<file path="src/rtl/bnr_pkg.sv">
package bnr_pkg;

   localparam int unsigned LANES  = 4;
   localparam int unsigned BYTE_W = 8;
   localparam int unsigned DATA_W = LANES * BYTE_W;
   localparam int unsigned HALF_W = DATA_W / 2;

   typedef enum logic [1:0] {
      ST_IDLE = 2'd0,
      ST_LO   = 2'd1,
      ST_HI   = 2'd2,
      ST_ACK  = 2'd3
   } seq_state_e;

   function automatic logic [DATA_W-1:0] lane_mask(input logic [LANES-1:0] be);
      logic [DATA_W-1:0] m;
      for (int i = 0; i < int'(LANES); i++) begin
         m[i*BYTE_W +: BYTE_W] = {BYTE_W{be[i]}};
      end
      return m;
   endfunction

endpackage

</file>
<file path="src/rtl/bnr_window_decode.sv">
module bnr_window_decode #(
   parameter int unsigned NSLOT    = 4,
   parameter int unsigned HADDR_W  = 16,
   parameter int unsigned OFF_W    = 8,
   parameter int unsigned BASE_TAG = 'h14,
   localparam int unsigned SLOT_W  = $clog2(NSLOT),
   localparam int unsigned TAG_W   = HADDR_W - OFF_W - 1 - SLOT_W
) (
   input  logic [HADDR_W-1:0] h_addr,
   output logic               dec_hit,
   output logic               dec_wide,
   output logic [SLOT_W-1:0]  dec_slot,
   output logic [OFF_W-3:0]   dec_word
);

   logic [TAG_W-1:0] tag;
   logic             tag_ok;
   logic             slot_ok;
   logic             unused_low;

   assign tag        = h_addr[HADDR_W-1 -: TAG_W];
   assign tag_ok     = (tag == TAG_W'(BASE_TAG));
   assign dec_wide   = h_addr[OFF_W];
   assign dec_slot   = h_addr[OFF_W+1 +: SLOT_W];
   assign dec_word   = h_addr[OFF_W-1:2];
   assign unused_low = ^h_addr[1:0];

   generate
      if (NSLOT == (1 << SLOT_W)) begin : g_full_slots
         assign slot_ok = 1'b1;
      end else begin : g_part_slots
         assign slot_ok = (int'(dec_slot) < int'(NSLOT));
      end
   endgenerate

   assign dec_hit = tag_ok & slot_ok;

endmodule

</file>
<file path="src/rtl/bnr_lane_perm.sv">
module bnr_lane_perm #(
   parameter int unsigned LANES  = 4,
   parameter int unsigned LANE_W = 8,
   localparam int unsigned TOT_W = LANES * LANE_W
) (
   input  logic             swap_b,
   input  logic             swap_w,
   input  logic [TOT_W-1:0] din,
   output logic [TOT_W-1:0] dout
);

   generate
      if (LANES != 4) begin : g_bad_lanes
         $error("bnr_lane_perm: swap mapping needs exactly four lanes");
      end
   endgenerate

   int k;
   assign k = int'({swap_w, swap_b});

   always_comb begin
      for (int i = 0; i < int'(LANES); i++) begin
         dout[i*LANE_W +: LANE_W] = din[(i ^ k)*LANE_W +: LANE_W];
      end
   end

endmodule

</file>
<file path="src/rtl/bnr_sequencer.sv">
module bnr_sequencer
   import bnr_pkg::*;
#(
   parameter int unsigned NSLOT  = 4,
   parameter int unsigned OFF_W  = 8,
   localparam int unsigned SLOT_W = $clog2(NSLOT),
   localparam int unsigned WORD_W = OFF_W - 2
) (
   input  logic              clk,
   input  logic              rst_n,
   input  logic              h_req,
   input  logic              h_we,
   input  logic [LANES-1:0]  h_be,
   input  logic              dec_hit,
   input  logic              dec_wide,
   input  logic [SLOT_W-1:0] dec_slot,
   input  logic [WORD_W-1:0] dec_word,
   input  logic [LANES-1:0]  m_be,
   input  logic [DATA_W-1:0] m_wdata,
   input  logic              sel_static,
   input  logic              sel_bswap,
   input  logic              sel_wswap,
   input  logic              s_ack,
   input  logic [DATA_W-1:0] s_rdata,
   output logic              h_ack,
   output logic              s_stb,
   output logic [NSLOT-1:0]  s_sel,
   output logic              s_we,
   output logic              s_wide,
   output logic [OFF_W-1:0]  s_addr,
   output logic [LANES-1:0]  s_be,
   output logic [DATA_W-1:0] s_wdata,
   output logic [DATA_W-1:0] asm_data,
   output logic              lat_bswap,
   output logic              lat_wswap,
   output logic [LANES-1:0]  lat_hbe
);

   seq_state_e        state_q;
   logic              we_q;
   logic              wide_q;
   logic              static_q;
   logic [SLOT_W-1:0] slot_q;
   logic [WORD_W-1:0] word_q;
   logic [LANES-1:0]  mbe_q;
   logic [DATA_W-1:0] mdata_q;
   logic [DATA_W-1:0] asm_q;

   logic              lo_act;
   logic              hi_act;
   logic [OFF_W-1:0]  lo_addr;
   logic [OFF_W-1:0]  hi_addr;

   assign lo_act  = |mbe_q[1:0];
   assign hi_act  = |mbe_q[3:2];
   assign lo_addr = {word_q, 2'b00};
   assign hi_addr = (static_q && lo_act) ? lo_addr : lo_addr + OFF_W'(2);

   always_ff @(posedge clk or negedge rst_n) begin
      if (!rst_n) begin
         state_q   <= ST_IDLE;
         we_q      <= 1'b0;
         wide_q    <= 1'b0;
         static_q  <= 1'b0;
         slot_q    <= '0;
         word_q    <= '0;
         mbe_q     <= '0;
         mdata_q   <= '0;
         asm_q     <= '0;
         lat_bswap <= 1'b0;
         lat_wswap <= 1'b0;
         lat_hbe   <= '0;
      end else begin
         case (state_q)
            ST_IDLE: begin
               if (h_req) begin
                  we_q      <= h_we;
                  wide_q    <= dec_wide;
                  static_q  <= sel_static;
                  slot_q    <= dec_slot;
                  word_q    <= dec_word;
                  mbe_q     <= m_be;
                  mdata_q   <= m_wdata;
                  asm_q     <= '0;
                  lat_bswap <= sel_bswap;
                  lat_wswap <= sel_wswap;
                  lat_hbe   <= h_be;
                  if (!dec_hit || (m_be == '0)) begin
                     state_q <= ST_ACK;
                  end else if (dec_wide || (|m_be[1:0])) begin
                     state_q <= ST_LO;
                  end else begin
                     state_q <= ST_HI;
                  end
               end
            end
            ST_LO: begin
               if (s_ack) begin
                  if (wide_q) begin
                     asm_q   <= s_rdata;
                     state_q <= ST_ACK;
                  end else begin
                     asm_q[HALF_W-1:0] <= s_rdata[HALF_W-1:0];
                     state_q <= hi_act ? ST_HI : ST_ACK;
                  end
               end
            end
            ST_HI: begin
               if (s_ack) begin
                  asm_q[DATA_W-1:HALF_W] <= s_rdata[HALF_W-1:0];
                  state_q <= ST_ACK;
               end
            end
            default: begin
               state_q <= ST_IDLE;
            end
         endcase
      end
   end

   assign h_ack    = (state_q == ST_ACK);
   assign s_stb    = (state_q == ST_LO) || (state_q == ST_HI);
   assign s_we     = s_stb & we_q;
   assign s_wide   = s_stb & wide_q;
   assign asm_data = asm_q;

   always_comb begin
      s_sel = '0;
      if (s_stb) begin
         s_sel[slot_q] = 1'b1;
      end
   end

   always_comb begin
      s_addr  = '0;
      s_be    = '0;
      s_wdata = '0;
      if (state_q == ST_LO) begin
         s_addr = lo_addr;
         if (wide_q) begin
            s_be    = mbe_q;
            s_wdata = mdata_q;
         end else begin
            s_be    = {2'b00, mbe_q[1:0]};
            s_wdata = {{HALF_W{1'b0}}, mdata_q[HALF_W-1:0]};
         end
      end else if (state_q == ST_HI) begin
         s_addr  = hi_addr;
         s_be    = {2'b00, mbe_q[3:2]};
         s_wdata = {{HALF_W{1'b0}}, mdata_q[DATA_W-1:HALF_W]};
      end
      if (!we_q) begin
         s_wdata = '0;
      end
   end

endmodule

</file>
<file path="src/rtl/bus_narrower.sv">
module bus_narrower
   import bnr_pkg::*;
#(
   parameter int unsigned NSLOT    = 4,
   parameter int unsigned HADDR_W  = 16,
   parameter int unsigned OFF_W    = 8,
   parameter int unsigned BASE_TAG = 'h14,
   localparam int unsigned SLOT_W  = $clog2(NSLOT),
   localparam int unsigned TAG_W   = HADDR_W - OFF_W - 1 - SLOT_W
) (
   input  logic               clk,
   input  logic               rst_n,
   input  logic               h_req,
   input  logic               h_we,
   input  logic [HADDR_W-1:0] h_addr,
   input  logic [3:0]         h_be,
   input  logic [31:0]        h_wdata,
   output logic               h_ack,
   output logic [31:0]        h_rdata,
   input  logic [NSLOT-1:0]   cfg_static,
   input  logic [NSLOT-1:0]   cfg_bswap,
   input  logic [NSLOT-1:0]   cfg_wswap,
   output logic               s_stb,
   output logic [NSLOT-1:0]   s_sel,
   output logic               s_we,
   output logic               s_wide,
   output logic [OFF_W-1:0]   s_addr,
   output logic [3:0]         s_be,
   output logic [31:0]        s_wdata,
   input  logic [31:0]        s_rdata,
   input  logic               s_ack
);

   generate
      if (NSLOT < 2) begin : g_bad_nslot
         $error("bus_narrower: NSLOT must be at least 2");
      end
      if (OFF_W < 3) begin : g_bad_off
         $error("bus_narrower: OFF_W must be at least 3");
      end
      if (HADDR_W < OFF_W + 2 + SLOT_W) begin : g_bad_tag
         $error("bus_narrower: HADDR_W leaves no room for a tag");
      end
      if (BASE_TAG >= (1 << TAG_W)) begin : g_bad_base
         $error("bus_narrower: BASE_TAG does not fit the tag field");
      end
   endgenerate

   logic              dec_hit;
   logic              dec_wide;
   logic [SLOT_W-1:0] dec_slot;
   logic [OFF_W-3:0]  dec_word;

   logic              sel_static;
   logic              sel_bswap;
   logic              sel_wswap;

   logic [DATA_W-1:0] perm_wdata;
   logic [LANES-1:0]  perm_be;
   logic [DATA_W-1:0] m_wdata;

   logic [DATA_W-1:0] asm_data;
   logic [DATA_W-1:0] perm_rdata;
   logic              lat_bswap;
   logic              lat_wswap;
   logic [LANES-1:0]  lat_hbe;

   bnr_window_decode #(
      .NSLOT    (NSLOT),
      .HADDR_W  (HADDR_W),
      .OFF_W    (OFF_W),
      .BASE_TAG (BASE_TAG)
   ) i_decode (
      .h_addr   (h_addr),
      .dec_hit  (dec_hit),
      .dec_wide (dec_wide),
      .dec_slot (dec_slot),
      .dec_word (dec_word)
   );

   assign sel_static = cfg_static[dec_slot];
   assign sel_bswap  = cfg_bswap[dec_slot];
   assign sel_wswap  = cfg_wswap[dec_slot];

   bnr_lane_perm #(.LANES(LANES), .LANE_W(BYTE_W)) i_wdata_perm (
      .swap_b (sel_bswap),
      .swap_w (sel_wswap),
      .din    (h_wdata),
      .dout   (perm_wdata)
   );

   bnr_lane_perm #(.LANES(LANES), .LANE_W(1)) i_be_perm (
      .swap_b (sel_bswap),
      .swap_w (sel_wswap),
      .din    (h_be),
      .dout   (perm_be)
   );

   assign m_wdata = perm_wdata & lane_mask(perm_be);

   bnr_sequencer #(
      .NSLOT (NSLOT),
      .OFF_W (OFF_W)
   ) i_seq (
      .clk        (clk),
      .rst_n      (rst_n),
      .h_req      (h_req),
      .h_we       (h_we),
      .h_be       (h_be),
      .dec_hit    (dec_hit),
      .dec_wide   (dec_wide),
      .dec_slot   (dec_slot),
      .dec_word   (dec_word),
      .m_be       (perm_be),
      .m_wdata    (m_wdata),
      .sel_static (sel_static),
      .sel_bswap  (sel_bswap),
      .sel_wswap  (sel_wswap),
      .s_ack      (s_ack),
      .s_rdata    (s_rdata),
      .h_ack      (h_ack),
      .s_stb      (s_stb),
      .s_sel      (s_sel),
      .s_we       (s_we),
      .s_wide     (s_wide),
      .s_addr     (s_addr),
      .s_be       (s_be),
      .s_wdata    (s_wdata),
      .asm_data   (asm_data),
      .lat_bswap  (lat_bswap),
      .lat_wswap  (lat_wswap),
      .lat_hbe    (lat_hbe)
   );

   bnr_lane_perm #(.LANES(LANES), .LANE_W(BYTE_W)) i_rdata_perm (
      .swap_b (lat_bswap),
      .swap_w (lat_wswap),
      .din    (asm_data),
      .dout   (perm_rdata)
   );

   assign h_rdata = perm_rdata & lane_mask(lat_hbe);

endmodule

</file>
<file path="config.mk">
export PLATFORM = sky130hd
export DESIGN_NAME = bus_narrower
export DESIGN_NICKNAME = d
export VERILOG_FILES = /design/src/rtl/bnr_pkg.sv /design/src/rtl/bnr_window_decode.sv /design/src/rtl/bnr_lane_perm.sv /design/src/rtl/bnr_sequencer.sv /design/src/rtl/bus_narrower.sv
export SDC_FILE = /design/constraint.sdc
export NUM_CORES = 1
export LEC_CHECK = 0
export BUFFER_PORTS_ARGS = -buffer_cell sky130_fd_sc_hd__buf_2
export CAP_MARGIN = 10
export CORE_MARGIN = 10
export CORE_UTILIZATION = 52
export CTS_CLUSTER_DIAMETER = 30
export DETAILED_ROUTE_END_ITERATION = 16
export PLACE_DENSITY = 0.8
export SLEW_MARGIN = 10
export SYNTH_ARGS = -nofsm -noshare
export SYNTH_HDL_FRONTEND = slang
export SYNTH_SLANG_ARGS = --single-unit
</file>
<file path="constraint.sdc">
create_clock -name clk -period 2.7 [get_ports clk]
set_input_delay 0.675 -clock clk [delete_from_list [all_inputs] [get_ports clk]]
set_output_delay 0.675 -clock clk [all_outputs]
set_load 0.01 [all_outputs]
</file>
==> flow_summary.yaml <==
yosys:
  async_reset_ff_share_pct: 100
  syn-num-nets: 762
  syn_avg_cell_area_um2: 8.97
  syn_inst: 657
  synth_cell_types: 41
  synthesis.area_um2: 5890
  ys_seq_area_share_pct: 37.0
  netlist.area_leader.share_pct: 37.0
  synth_area_leaders: "dfrtp_1, mux4_2, nand2_1, and2_1, a221oi_1"
  yosysTopAreaCell: "dfrtp_1"
  yosysWarnings: 0
  ys_ff_latch: 87
  synth_edf_count: 0
  ys.flop_type: "dfrtp_1"
critical_path:
  crit_fanout: 16
  reg2reg_depth: 6
  worstSetupEndpointType: "output port"
  crit_path_start: "i_seq.state_q[1]"
  criticalPathCategory: "flop to output port"
  worst-r2r-setup-slack_ps: 460
  required_ps: 2030
  reg2reg_to: "i_seq.state_q[0]"
  cp_data_arrival_time_ps: 1950
  reg2reg_from: "i_seq.state_q[1]"
  critPathCapture: "s_wdata[25]"
  worst_setup_path_start_kind: "flop"
finish:
  multi_input_area_um2: 3380
  layout_common_cells: "buf_2, nand2_1, dfrtp_1"
  final_nets: 915
  drive_gt1_share_pct: 31.7
  layout_commonest_cell: "buf_2"
  fin_util_pct: 64.8
  area_growth_pct: 20.7
  diodes: 0
  fillers: 899
  regArea_um2: 2180
place:
  post-dp-hpwl_um: 13300
  place.gp.congestion: 0.905
  io_buffers: 181
sta:
  finalSetupTns_ps: 0
  timing.final.crit_share_pct: 97.3
  finalHoldViolCount: 0
  slew_headroom_pct: 55.4
  setup_viol_count_final: 0
  slew_viol_final: 0
  min_period_ps: 2630
  rsz0062_at_grt: "false"
  worst_pin_slew_ps: 669
  max_freq_mhz: 381
  final.setup_skew_ps: 6.10
cts:
  clk_pin_slew_ps: 60
  cts.sinks: 87
  cts-root-buf: "clkbuf_16"
  htree_levels: 3
  clk_latency_ps: 340
  tritoncts: "built"
  clk_path_buf_depth: 2
  cts_made_buffers: 9
pwr:
  p_leak_nw: 3.38
  powerDensity_nw_per_um2: 1100
  irDropWorstVdd_mv: 0.516
detailed_routing:
  drc: 0
  wl_per_cell_um: 19.4
  vias: 5863
  vias_per_cell: 6.14
  routed_wl_um: 18500
  drt_iter0_markers: 628
  ant_nets: 0
  first_pass_iters: 5
outcome:
  status: "complete, no violations"
floorplanning:
  io_pins: 185
  rows: 38
  die_w_um: 126
  start_util_pct: 53.6
  die-height_um: 126
  die_area_um2: 16000
  coreArea_um2: 11000
global_routing:
  grt_max_degree: 70
  grt_use_total_pct: 22.2
  grt_pass1_vias: 5780
  grt_pass1_wl_um: 29600
  antenna_found_initial: 0
  overflow: 0
hold_path:
  hp-class: "primary input to asynchronous set/reset pin"
run:
  drv_cap: 0
## routing by layer
metal / GRT usage [%] / vias to the layer above / wire, um
met5: 0 / - / 0
met4: 7.97 / 0 / 394
met3: 6.29 / 36 / 2200
met2: 36.0 / 381 / 8770
met1: 27.9 / 2797 / 7140
li1: - / 2649 / -
## state kept, by name (all words and copies together) (netlist names)
signal and cells:
i_seq.asm_data 32, i_seq.mdata_q 32, i_seq.word_q 6, i_seq.lat_hbe 4
i_seq.mbe_q 4, i_seq.slot_q 2, i_seq.state_q 2, i_seq.lat_bswap 1
i_seq.lat_wswap 1, i_seq.static_q 1, i_seq.we_q 1, i_seq.wide_q 1
## synth_stat cells, drive strengths merged (2+ instances only)
cell and instances:
nand2b 2, mux2i 5, a22o 16, dfrtp 87, or2 2, buf 26, and3 4, a221oi 37
nor2 76, a31oi 32, nand2 150, o21ai 36, a22oi 17, clkbuf 33, ha 4, mux4 35
nor2b 24, inv 3, and2 54, o221ai 2
## stage by stage
step           total power, mW  setup WS [ps]  area [um2]  std cells  hold slack (ps)
2_1_floorplan             5.28            349        5890        657              379
3_3_place_gp              6.41            347        6830        938              453
3_5_place_dp              6.60            267        6830        938              461
4_1_cts                   7.77           47.0        7100        954              356
5_1_grt                   8.37           10.8        7110        955              368
6_report                  7.79           73.3        7110        955              328
## critical path, stage by stage, from the launching register on
cell and delay [ps]:
dfrtp_1 400, inv_1 100, ha_2 350, and3_1 200, buf_4 230, and2_1 190, buf_2 140
## worst min-delay path by stage
stage	to	slack, ps	depth (start not counted)
6_report	i_seq.word_q[2]	330	1
5_1_grt	i_seq.word_q[2]	370	1
4_1_cts	i_seq.slot_q[1]	360	1
3_5_place_dp	i_seq.word_q[1]	460	2
3_3_place_gp	i_seq.word_q[2]	450	2
2_1_floorplan	i_seq.asm_data[0]	380	0
## logic make-up (layout without fill, tap and decap cells)
group | after synthesis | after routing | share of synthesized area (%)
buffers and inverters | 62 | 220 | 5.82
and+or+nand+nor | 316 | 316 | 24.2
other | 1 | 1 | 0.0637
AOI/OAI and AO/OA | 147 | 147 | 17.8
adders and majority gates | 4 | 4 | 0.850
muxes | 40 | 40 | 14.3
DFF | 87 | 87 | 37.0
## final cells by class
class	count	area share [%]
clock buffers	13	3.52
well taps	140	2.46
clock inverters	3	0.281
repair buffers	201	15.4
inverters	3	0.158
flip-flops and latches	87	30.6
multi-input cells	508	47.5
## report_power, final
part | total [mW] | internal [mW] | switching (mW) | leakage [nW]
logic | 4.10 | 1.87 | 2.23 | 2.17
clock network | 1.16 | 0.648 | 0.508 | 0.126
registers | 2.53 | 1.93 | 0.604 | 1.08
## repair_timing
action                                  4_1_cts  5_1_grt
buffers inserted                              0        1
endpoints found under the setup margin        0       18
hold endpoints to repair                      0        0
gates resized for setup                       0        0
hold buffers                                  0        0
No activity file was read; power rests on OpenSTA's default activity.
